### src/rtl/bwt_pkg.sv
package bwt_pkg;

   localparam int CFG_AW = 3;

   typedef enum logic [CFG_AW-1:0] {
      REG_CTRL = 3'd0,
      REG_LO   = 3'd1,
      REG_HI   = 3'd2,
      REG_MISS = 3'd3
   } bwt_reg_e;

   localparam int CTRL_CLR_BIT = 0;
   localparam int CTRL_EN_BIT  = 1;

endpackage

### src/rtl/bwt_passthru.sv
module bwt_passthru #(
   parameter int ADDR_W  = 32,
   parameter int DATA_W  = 32,
   parameter int BURST_W = 4
) (
   input  logic [ADDR_W-1:0]   up_addr,
   input  logic                up_read,
   input  logic                up_write,
   input  logic [DATA_W-1:0]   up_wdata,
   input  logic [DATA_W/8-1:0] up_be,
   input  logic [BURST_W-1:0]  up_burstcnt,
   input  logic                up_burstbegin,
   output logic [DATA_W-1:0]   up_rdata,
   output logic                up_rvalid,
   output logic                up_waitreq,
   output logic [ADDR_W-1:0]   dn_addr,
   output logic                dn_read,
   output logic                dn_write,
   output logic [DATA_W-1:0]   dn_wdata,
   output logic [DATA_W/8-1:0] dn_be,
   output logic [BURST_W-1:0]  dn_burstcnt,
   output logic                dn_burstbegin,
   input  logic [DATA_W-1:0]   dn_rdata,
   input  logic                dn_rvalid,
   input  logic                dn_waitreq,
   output logic                accept
);

   // Request side: straight wires, no added latency.
   assign dn_addr       = up_addr;
   assign dn_read       = up_read;
   assign dn_write      = up_write;
   assign dn_wdata      = up_wdata;
   assign dn_be         = up_be;
   assign dn_burstcnt   = up_burstcnt;
   assign dn_burstbegin = up_burstbegin;

   // Response side.
   assign up_rdata   = dn_rdata;
   assign up_rvalid  = dn_rvalid;
   assign up_waitreq = dn_waitreq;

   // A cycle with a request that memory does not stall completes a transfer.
   assign accept = (up_read | up_write) & ~dn_waitreq;

endmodule

### src/rtl/bwt_window.sv
module bwt_window #(
   parameter int ADDR_W = 32
) (
   input  logic [ADDR_W-1:0] addr,
   input  logic [ADDR_W-1:0] lo,
   input  logic [ADDR_W-1:0] hi,
   output logic              hit
);

   logic above_lo;
   logic below_hi;

   // Inclusive byte-address compare; empty window when lo > hi.
   assign above_lo = (addr >= lo);
   assign below_hi = (addr <= hi);
   assign hit      = above_lo & below_hi;

endmodule

### src/rtl/bwt_sat_counter.sv
module bwt_sat_counter #(
   parameter int W        = 32,
   parameter bit SATURATE = 1'b1
) (
   input  logic         clk,
   input  logic         rst,
   input  logic         clr,
   input  logic         inc,
   output logic [W-1:0] cnt
);

   localparam logic [W-1:0] MAXV = '1;

   logic [W-1:0] cnt_q;

   initial begin
      assert (W >= 2 && W <= 64)
         else $fatal(1, "bwt_sat_counter: W out of range");
   end

   generate
      if (SATURATE) begin : g_sat
         always_ff @(posedge clk) begin
            if (rst || clr) begin
               cnt_q <= '0;
            end else if (inc && (cnt_q != MAXV)) begin
               cnt_q <= cnt_q + 1'b1;
            end
         end

         // a full counter stays full until cleared
         a_r8_hold_max: assert property (@(posedge clk) disable iff (rst)
            (cnt_q == MAXV && !clr) |=> (cnt_q == MAXV));
      end else begin : g_wrap
         always_ff @(posedge clk) begin
            if (rst || clr) begin
               cnt_q <= '0;
            end else if (inc) begin
               cnt_q <= cnt_q + 1'b1;
            end
         end
      end
   endgenerate

   assign cnt = cnt_q;

   // one step at most per cycle
   a_r2_single_step: assert property (@(posedge clk) disable iff (rst)
      !clr |=> (cnt_q == $past(cnt_q)) || (cnt_q == $past(cnt_q) + 1'b1));

   // clear wins over any increment
   a_r4_clear_zero: assert property (@(posedge clk) disable iff (rst)
      clr |=> (cnt_q == '0));

endmodule

### src/rtl/bwt_ctrl.sv
module bwt_ctrl
   import bwt_pkg::*;
#(
   parameter int ADDR_W = 32,
   parameter int DATA_W = 32,
   parameter int CNT_W  = 32
) (
   input  logic              clk,
   input  logic              rst,
   input  logic [CFG_AW-1:0] cfg_addr,
   input  logic [DATA_W-1:0] cfg_wdata,
   input  logic              cfg_write_n,
   input  logic              cfg_read_n,
   output logic [DATA_W-1:0] cfg_rdata,
   output logic              cfg_waitreq,
   input  logic [CNT_W-1:0]  hit_cnt,
   input  logic [CNT_W-1:0]  miss_cnt,
   output logic              en,
   output logic              clr,
   output logic [ADDR_W-1:0] lo,
   output logic [ADDR_W-1:0] hi
);

   logic              en_q;
   logic              clr_q;
   logic [ADDR_W-1:0] lo_q;
   logic [ADDR_W-1:0] hi_q;
   logic [DATA_W-1:0] rdata_q;
   logic [DATA_W-1:0] rd_mux;
   logic              wr_stb;
   logic              rd_stb;
   logic              unused_wdata;

   assign wr_stb       = ~cfg_write_n;
   assign rd_stb       = ~cfg_read_n;
   assign unused_wdata = ^cfg_wdata;

   always_ff @(posedge clk) begin
      if (rst) begin
         en_q  <= 1'b0;
         clr_q <= 1'b0;
         lo_q  <= '0;
         hi_q  <= '1;
      end else if (wr_stb) begin
         case (bwt_reg_e'(cfg_addr))
            REG_CTRL: begin
               clr_q <= cfg_wdata[CTRL_CLR_BIT];
               en_q  <= cfg_wdata[CTRL_EN_BIT];
            end
            REG_LO:  lo_q <= cfg_wdata[ADDR_W-1:0];
            REG_HI:  hi_q <= cfg_wdata[ADDR_W-1:0];
            default: ;
         endcase
      end
   end

   always_comb begin
      rd_mux = '0;
      case (bwt_reg_e'(cfg_addr))
         REG_CTRL: rd_mux[CNT_W-1:0]  = hit_cnt;
         REG_LO:   rd_mux[ADDR_W-1:0] = lo_q;
         REG_HI:   rd_mux[ADDR_W-1:0] = hi_q;
         REG_MISS: rd_mux[CNT_W-1:0]  = miss_cnt;
         default:  rd_mux = '0;
      endcase
   end

   always_ff @(posedge clk) begin
      if (rst) begin
         rdata_q <= '0;
      end else if (rd_stb) begin
         rdata_q <= rd_mux;
      end
   end

   assign cfg_rdata   = rdata_q;
   assign cfg_waitreq = 1'b0;
   assign en          = en_q;
   assign clr         = clr_q;
   assign lo          = lo_q;
   assign hi          = hi_q;

   // a read of the lower bound returns the bound held at the read edge
   a_r7_lo_readback: assert property (@(posedge clk) disable iff (rst)
      (rd_stb && cfg_write_n && cfg_addr == 3'd1) |=> (cfg_rdata[ADDR_W-1:0] == $past(lo_q)));

   // without a read strobe the read data holds
   a_r7_rdata_hold: assert property (@(posedge clk) disable iff (rst)
      !rd_stb |=> $stable(cfg_rdata));

endmodule

### src/rtl/bus_window_tap.sv
module bus_window_tap
   import bwt_pkg::*;
#(
   parameter int ADDR_W   = 32,
   parameter int DATA_W   = 32,
   parameter int BURST_W  = 4,
   parameter int CNT_W    = 32,
   parameter bit SATURATE = 1'b1
) (
   input  logic                clk,
   input  logic                rst,
   input  logic [ADDR_W-1:0]   up_addr,
   input  logic                up_read,
   input  logic                up_write,
   input  logic [DATA_W-1:0]   up_wdata,
   input  logic [DATA_W/8-1:0] up_be,
   input  logic [BURST_W-1:0]  up_burstcnt,
   input  logic                up_burstbegin,
   output logic [DATA_W-1:0]   up_rdata,
   output logic                up_rvalid,
   output logic                up_waitreq,
   output logic [ADDR_W-1:0]   dn_addr,
   output logic                dn_read,
   output logic                dn_write,
   output logic [DATA_W-1:0]   dn_wdata,
   output logic [DATA_W/8-1:0] dn_be,
   output logic [BURST_W-1:0]  dn_burstcnt,
   output logic                dn_burstbegin,
   input  logic [DATA_W-1:0]   dn_rdata,
   input  logic                dn_rvalid,
   input  logic                dn_waitreq,
   input  logic [2:0]          cfg_addr,
   input  logic [DATA_W-1:0]   cfg_wdata,
   input  logic                cfg_write_n,
   input  logic                cfg_read_n,
   output logic [DATA_W-1:0]   cfg_rdata,
   output logic                cfg_waitreq
);

   initial begin
      assert (ADDR_W >= 2 && ADDR_W <= DATA_W)
         else $fatal(1, "bus_window_tap: ADDR_W must fit in DATA_W");
      assert (CNT_W >= 2 && CNT_W <= DATA_W)
         else $fatal(1, "bus_window_tap: CNT_W must fit in DATA_W");
      assert (DATA_W >= 8 && DATA_W % 8 == 0)
         else $fatal(1, "bus_window_tap: DATA_W must be whole bytes");
   end

   logic              accept;
   logic              in_win;
   logic              en_q;
   logic              clr_q;
   logic [ADDR_W-1:0] win_lo;
   logic [ADDR_W-1:0] win_hi;
   logic [CNT_W-1:0]  hit_cnt;
   logic [CNT_W-1:0]  miss_cnt;
   logic              hit_inc;
   logic              miss_inc;

   bwt_passthru #(
      .ADDR_W (ADDR_W),
      .DATA_W (DATA_W),
      .BURST_W(BURST_W)
   ) u_pass (
      .up_addr      (up_addr),
      .up_read      (up_read),
      .up_write     (up_write),
      .up_wdata     (up_wdata),
      .up_be        (up_be),
      .up_burstcnt  (up_burstcnt),
      .up_burstbegin(up_burstbegin),
      .up_rdata     (up_rdata),
      .up_rvalid    (up_rvalid),
      .up_waitreq   (up_waitreq),
      .dn_addr      (dn_addr),
      .dn_read      (dn_read),
      .dn_write     (dn_write),
      .dn_wdata     (dn_wdata),
      .dn_be        (dn_be),
      .dn_burstcnt  (dn_burstcnt),
      .dn_burstbegin(dn_burstbegin),
      .dn_rdata     (dn_rdata),
      .dn_rvalid    (dn_rvalid),
      .dn_waitreq   (dn_waitreq),
      .accept       (accept)
   );

   bwt_window #(.ADDR_W(ADDR_W)) u_win (
      .addr(up_addr),
      .lo  (win_lo),
      .hi  (win_hi),
      .hit (in_win)
   );

   bwt_ctrl #(
      .ADDR_W(ADDR_W),
      .DATA_W(DATA_W),
      .CNT_W (CNT_W)
   ) u_ctrl (
      .clk        (clk),
      .rst        (rst),
      .cfg_addr   (cfg_addr),
      .cfg_wdata  (cfg_wdata),
      .cfg_write_n(cfg_write_n),
      .cfg_read_n (cfg_read_n),
      .cfg_rdata  (cfg_rdata),
      .cfg_waitreq(cfg_waitreq),
      .hit_cnt    (hit_cnt),
      .miss_cnt   (miss_cnt),
      .en         (en_q),
      .clr        (clr_q),
      .lo         (win_lo),
      .hi         (win_hi)
   );

   assign hit_inc  = accept & en_q & in_win;
   assign miss_inc = accept & en_q & ~in_win;

   bwt_sat_counter #(.W(CNT_W), .SATURATE(SATURATE)) u_hit (
      .clk(clk),
      .rst(rst),
      .clr(clr_q),
      .inc(hit_inc),
      .cnt(hit_cnt)
   );

   bwt_sat_counter #(.W(CNT_W), .SATURATE(SATURATE)) u_miss (
      .clk(clk),
      .rst(rst),
      .clr(clr_q),
      .inc(miss_inc),
      .cnt(miss_cnt)
   );

   // a stalled cycle moves neither count
   a_r2_stall_no_count: assert property (@(posedge clk) disable iff (rst)
      (dn_waitreq && !clr_q) |=> ($stable(hit_cnt) && $stable(miss_cnt)));

   // counts freeze while disabled
   a_r3_disabled_hold: assert property (@(posedge clk) disable iff (rst)
      (!en_q && !clr_q) |=> ($stable(hit_cnt) && $stable(miss_cnt)));

   // one transfer lands in one bucket only
   a_r6_single_bucket: assert property (@(posedge clk) disable iff (rst)
      !clr_q |=> !(hit_cnt != $past(hit_cnt) && miss_cnt != $past(miss_cnt)));

   // the request reaches memory in the same cycle
   a_r1_same_cycle: assert property (@(posedge clk) disable iff (rst)
      (up_read || up_write) |-> (dn_read || dn_write));

endmodule

### config.mk
export PLATFORM = sky130hd
export DESIGN_NAME = bus_window_tap
export DESIGN_NICKNAME = d
export VERILOG_FILES = /design/src/rtl/bwt_pkg.sv /design/src/rtl/bwt_passthru.sv /design/src/rtl/bwt_window.sv /design/src/rtl/bwt_sat_counter.sv /design/src/rtl/bwt_ctrl.sv /design/src/rtl/bus_window_tap.sv
export SDC_FILE = /design/constraint.sdc
export NUM_CORES = 1
export LEC_CHECK = 0
export ABC_AREA = 1
export BUFFER_PORTS_ARGS = -buffer_cell sky130_fd_sc_hd__buf_2
export CORE_MARGIN = 3
export CORE_UTILIZATION = 58
export DETAILED_ROUTE_END_ITERATION = 16
export PLACE_DENSITY = 0.9
export SYNTH_ARGS = -nofsm -noshare
export SYNTH_HDL_FRONTEND = slang
export SYNTH_SLANG_ARGS = --single-unit
### constraint.sdc
create_clock -name clk -period 4.5 [get_ports clk]
set_input_delay 0.45 -clock clk [delete_from_list [all_inputs] [get_ports clk]]
set_output_delay 0.45 -clock clk [all_outputs]
set_load 0.05 [all_outputs]
# == After elaboration in Yosys (flattened, before gate mapping) ==
# Cells that the tools add are included.
# W data, S select, Z words.
# op_classes
add_sub_neg,2
n_mul,0
bitwise_logic,9
reduce_logical,7
shifts,0
n_eq_ne,5
n_div,0
magnitude_cmp,2
mux,1
# ops
cell,count
$pmux W32 S4,1
$add A32 B1 Y32 const B,2
$ne A32 B32 Y1 const B,2
$ge A32 B32 Y1,1
$le A32 B32 Y1,1
$eq A3 B2 Y1 const B,2
$reduce_and A2 Y1,3
$and A1 B1 Y1,5
$eq A3 B1 Y1 const B,1
$logic_not A3 Y1,1
$not A1 Y1,3
$logic_and A1 B1 Y1,2
$logic_or A1 B1 Y1,1
$or A1 B1 Y1,1
# word_totals
regBits,162
rom_bits,0
inputBits,148
latchBits,0
mem_count,0
output_inout_bits,142
ramBits,0

# == Depth between registers and ports, before layout ==
# logic_depth
depth_word,5
ltp_mapped,21
depth_no_buf,19

# == Hierarchy ==
# A second synthesis with hierarchy kept.
# hier_totals
hier_cells,1708
area_unflattened_um2,11182.0
# by_module_without_submodules
module,area_each_um2,n_inst,seq_area_each_um2,cells_each
bwt_ctrl,4591.9,1,1961.9,659
bwt_sat_counter,2028.2,2,640.6,328
bwt_window,1692.9,1,0.0,278
bwt_passthru,825.8,1,0.0,111
bus_window_tap,15.0,1,0.0,4

# == Worst setup path after synthesis ==
# Ideal clock, no wire load.
# synth_path
kind,input-to-reg
start,input up_addr[31]
end,register u_miss.cnt_q[10] (netlist: u_miss.cnt[10])
setup_time_ns,0.128
stages,14
t_arrival_ns,2.037
slack_ns,2.335
required_ns,4.372
cell_sequence,ha_1 nand2_1 nor2_1 nand2_1 nor2_1 nand2_1 nand2_1 nand2_1 nand2_1 buf_2 buf_1 nand4_1 nand2_1 nor2_1
# synth_between
elab_chain_cells,5
word_cells_on_any_way,6
cone_classes,2 x order compare; 3 x bitwise; 1 x reduce/logical
# synth_lines
item,line_no,text
from (decl),bus_window_tap.sv:12,"input logic [ADDR_W-1:0] up_addr,"
$ge A32 B32 Y1 / $le A32 B32 Y1 (equally long branches),"bwt_window.sv:14, bwt_window.sv:15",
$and A1 B1 Y1 *,bwt_window.sv:16,assign hit = above_lo & below_hi;
$not A1 Y1 *,bus_window_tap.sv:117,assign miss_inc = accept & en_q & ~in_win;
$and A1 B1 Y1 *,bus_window_tap.sv:117,
$logic_and A1 B1 Y1 *,bwt_sat_counter.sv:26,end else if (inc && (cnt_q != MAXV)) begin
to (signal assigned),bwt_sat_counter.sv:27,cnt_q <= cnt_q + 1'b1;
to (decl),bwt_sat_counter.sv:14,logic [W-1:0] cnt_q;
# Every way passes the cells marked *; elsewhere a longest branch is shown, timed or not.
# A chain may end at the register's enable or synchronous reset.

# == Worst setup path in the final report ==
# layout_path
start,register u_ctrl.lo_q[15] (netlist: u_ctrl.lo[15])
end,register u_hit.cnt_q[26] (netlist: u_hit.cnt[26])
# layout_between
elab_chain_cells,4
# layout_lines
item,line_no,text
from (decl),bwt_ctrl.sv:26,logic [ADDR_W-1:0] lo_q;
from (signal assigned),bwt_ctrl.sv:50,REG_LO: lo_q <= cfg_wdata[ADDR_W-1:0];
$ge A32 B32 Y1,bwt_window.sv:14,assign above_lo = (addr >= lo);
$and A1 B1 Y1,bwt_window.sv:16,
$and A1 B1 Y1,bus_window_tap.sv:116,assign hit_inc = accept & en_q & in_win;
$logic_and A1 B1 Y1,bwt_sat_counter.sv:26,
to (signal assigned),bwt_sat_counter.sv:27,
to (decl),bwt_sat_counter.sv:14,
# Every way passes these cells.

==> run metrics <==
Resize count post-CTS 0; Nets 1,743; clock sink count 162; area of the core 17,500 um2; antenna-violating nets left 0; CTS buffer count 17; Hold Path Class input pin to register; WP data required 4.78 ns; Critical Path Sink Type register; clock transition at the registers of the reported paths 0.06 ns; CTS tree built; Place WS 1.56 ns; total power divided by cell area 320 nW/um2; CTS Hold Bufs 0; register area share after synthesis 31.1%; Peak supply drop 0.304 mV; initial antenna violation count 0; Die Area 19,600 um2; routed vias/inst 5.88; Longest Clk Path Bufs 2; via count 10,400; P_leak 5.02 nW; GPL Wtd Cong 0.978; Slew HR 14.3%; DRT iter0 DRCs 1,343; setup_tns 0 ns; number of fill cells 1,480; fin crit period 2.89 ns; clk root buf clkbuf_16; H-tree depth 4; Area growth syn-to-layout 5.69%; first-pass GRT wire length 47.6 mm; Worst Path Arrival 3.17 ns; status complete, no violations; RSZ-0062 raised after global routing false; Crit Path Category register to register; Worst-Margin Slew 1.28 ns; DIE WIDTH 140 um; post-synthesis cell count 1,536; n_diodes 0; gr ovfl total 0; Layout Utilization 63.1%; Starting Density 59.7%; multi-input combinational cell area 5340 um2; die height 140 um; Post-Route WL 29.7 mm; pin count of the biggest net entering global routing 58; IO Port Bufs 140; row count 48; final hold violation count 0; fin crit share 64.3%; Syn Area/Cell 6.79 um2; layout cells sized above 1 12.8%; Yosys reg bits 162; Max Slew Vio Count 0; number of distinct library cells after synthesis 31; Setup Buffers After CTS 0; all-layer global routing usage 29.7%; max_cap viols 0; first-pass iteration count of the detailed router 6; Max Fclk 346 MHz; Net Count, Synth 1,750; DRC viols 0; HPWL after DPL 21.3 mm; worst-path fanout max 16; min setup slack post-route 1.61 ns; vias in the first global route 9,664; Hold Crit Depth 3; crit start category register; mapped cell area 10,400 um2; Register Area 3240 um2; Reg2Reg Depth 13; Synth Warn # 0; # IOs 290; Final setup viols 0; clock skew 0.0110 ns; Skew-Pair Late Insertion Delay 0.43 ns; DR WL/cell 16.8 um
==> layout make-up <==
type / count / area share [%]
flip-flops and latches: 162 / 29.4
clock inverters: 8 / 1.34
repair buffers: 149 / 6.97
well taps: 225 / 2.55
clock buffers: 23 / 4.43
multi-input cells: 998 / 48.5
inverters: 201 / 6.84
==> state kept, by name (all words and copies together) (netlist names) <==
register and count:
u_ctrl.en 1, u_ctrl.hi 32, u_hit.cnt 32, u_ctrl.cfg_rdata 32, u_ctrl.clr 1, u_ctrl.lo 32
u_miss.cnt 32
==> worst paths after layout <==
path	slack, ns	from	endpoint
max	1.61	u_ctrl.lo[15]$_SDFFE_PP0P_	u_hit.cnt[26]$_SDFFE_PP0P_
min	0.25	cfg_wdata[27]	u_ctrl.hi[27]$_SDFFE_PP1P_
max reg2reg	1.61	u_ctrl.lo[15]$_SDFFE_PP0P_	u_hit.cnt[26]$_SDFFE_PP0P_
min reg2reg	0.46	u_ctrl.cfg_rdata[17]$_SDFFE_PP0N_	u_ctrl.cfg_rdata[17]$_SDFFE_PP0N_
==> through the flow <==
stage          hold WS [ns]  cell area [um2]  power [mW]  std cells
2_1_floorplan         0.424            10400        2.02       1536
3_3_place_gp          0.444            10400        1.95       1735
3_5_place_dp          0.453            10400        1.96       1735
4_1_cts               0.235            11000        3.53       1766
5_1_grt               0.249            11000        3.64       1766
6_report              0.247            11000        3.53       1766
==> logic make-up after synthesis <==
group,synth area share (%)
xor+xnor,2.77
other cells,0.0359
buf+inv,17.9
flops,31.1
compound gates,14.9
fa+ha+maj,7.92
simple gates,25.4
==> power breakdown <==
group | internal (mW) | total, mW | switching [mW]
Combinational | 0.128 | 0.467 | 0.339
Clock | 0.987 | 1.58 | 0.595
Sequential | 1.47 | 1.48 | 0.0143
Total | 2.58 | 3.53 | 0.948
==> cells in the final DEF, fill, tap and decap left out, drive strengths merged, types with 49 or more instances in the layout <==
| master | count |
|---|---|
| o22ai | 63 |
| nand2 | 343 |
| o21ai | 74 |
| ha | 66 |
| nand4 | 49 |
| dfxtp | 162 |
| nand3 | 54 |
| inv | 197 |
| a21oi | 102 |
| buf | 149 |
| nor2 | 145 |
==> routing by layer <==
metal | vias up | global-route usage [%] | part of all wire (%)
met5 | - | 0 | 0
met4 | 0 | 13.2 | 4.2
met3 | 126 | 6.32 | 11
met2 | 633 | 48.0 | 46
met1 | 4737 | 38.2 | 39
li1 | 4892 | - | -
==> critical path, stage by stage (launching register included) <==
cell     delay, ns
dfxtp_1       0.32
inv_1         0.06
ha_1          0.30
nand2_1       0.10
nor4_1        0.42
nand2_1       0.10
nand2_1       0.12
nand2_1       0.06
nand2_1       0.13
nand3_1       0.18
nor2_2        0.64
nand2_1       0.13
nand2_1       0.13
nor2_1        0.06
==> cell usage after synthesis <==
library cell | instances | area share (%)
buf_4 | 110 | 7.9
clkinv_1 | 5 | 0.18
o22ai_1 | 63 | 3.8
xor2_1 | 31 | 2.6
buf_2 | 4 | 0.19
buf_1 | 5 | 0.18
inv_1 | 195 | 7.0
nand2_1 | 339 | 12
nor3_1 | 21 | 1.0
nand3_1 | 53 | 2.5
nand2_2 | 4 | 0.24
nand4_4 | 1 | 0.20
o211ai_1 | 33 | 2.4
nor2_1 | 138 | 5.0
nand4_1 | 48 | 2.9
inv_2 | 1 | 0.036
nor2_4 | 4 | 0.43
xnor2_1 | 2 | 0.17
conb_1 | 1 | 0.036
buf_6 | 5 | 0.54
o21ai_0 | 74 | 3.6
o21a_1 | 2 | 0.14
nor2_2 | 3 | 0.18
a21o_1 | 2 | 0.14
dfxtp_1 | 162 | 31
nor4_1 | 8 | 0.48
nand3_2 | 1 | 0.096
ha_1 | 66 | 7.9
clkbuf_1 | 51 | 1.8
a21oi_1 | 102 | 4.9
nor3_2 | 2 | 0.19
No activity file was read; power rests on OpenSTA's default activity.
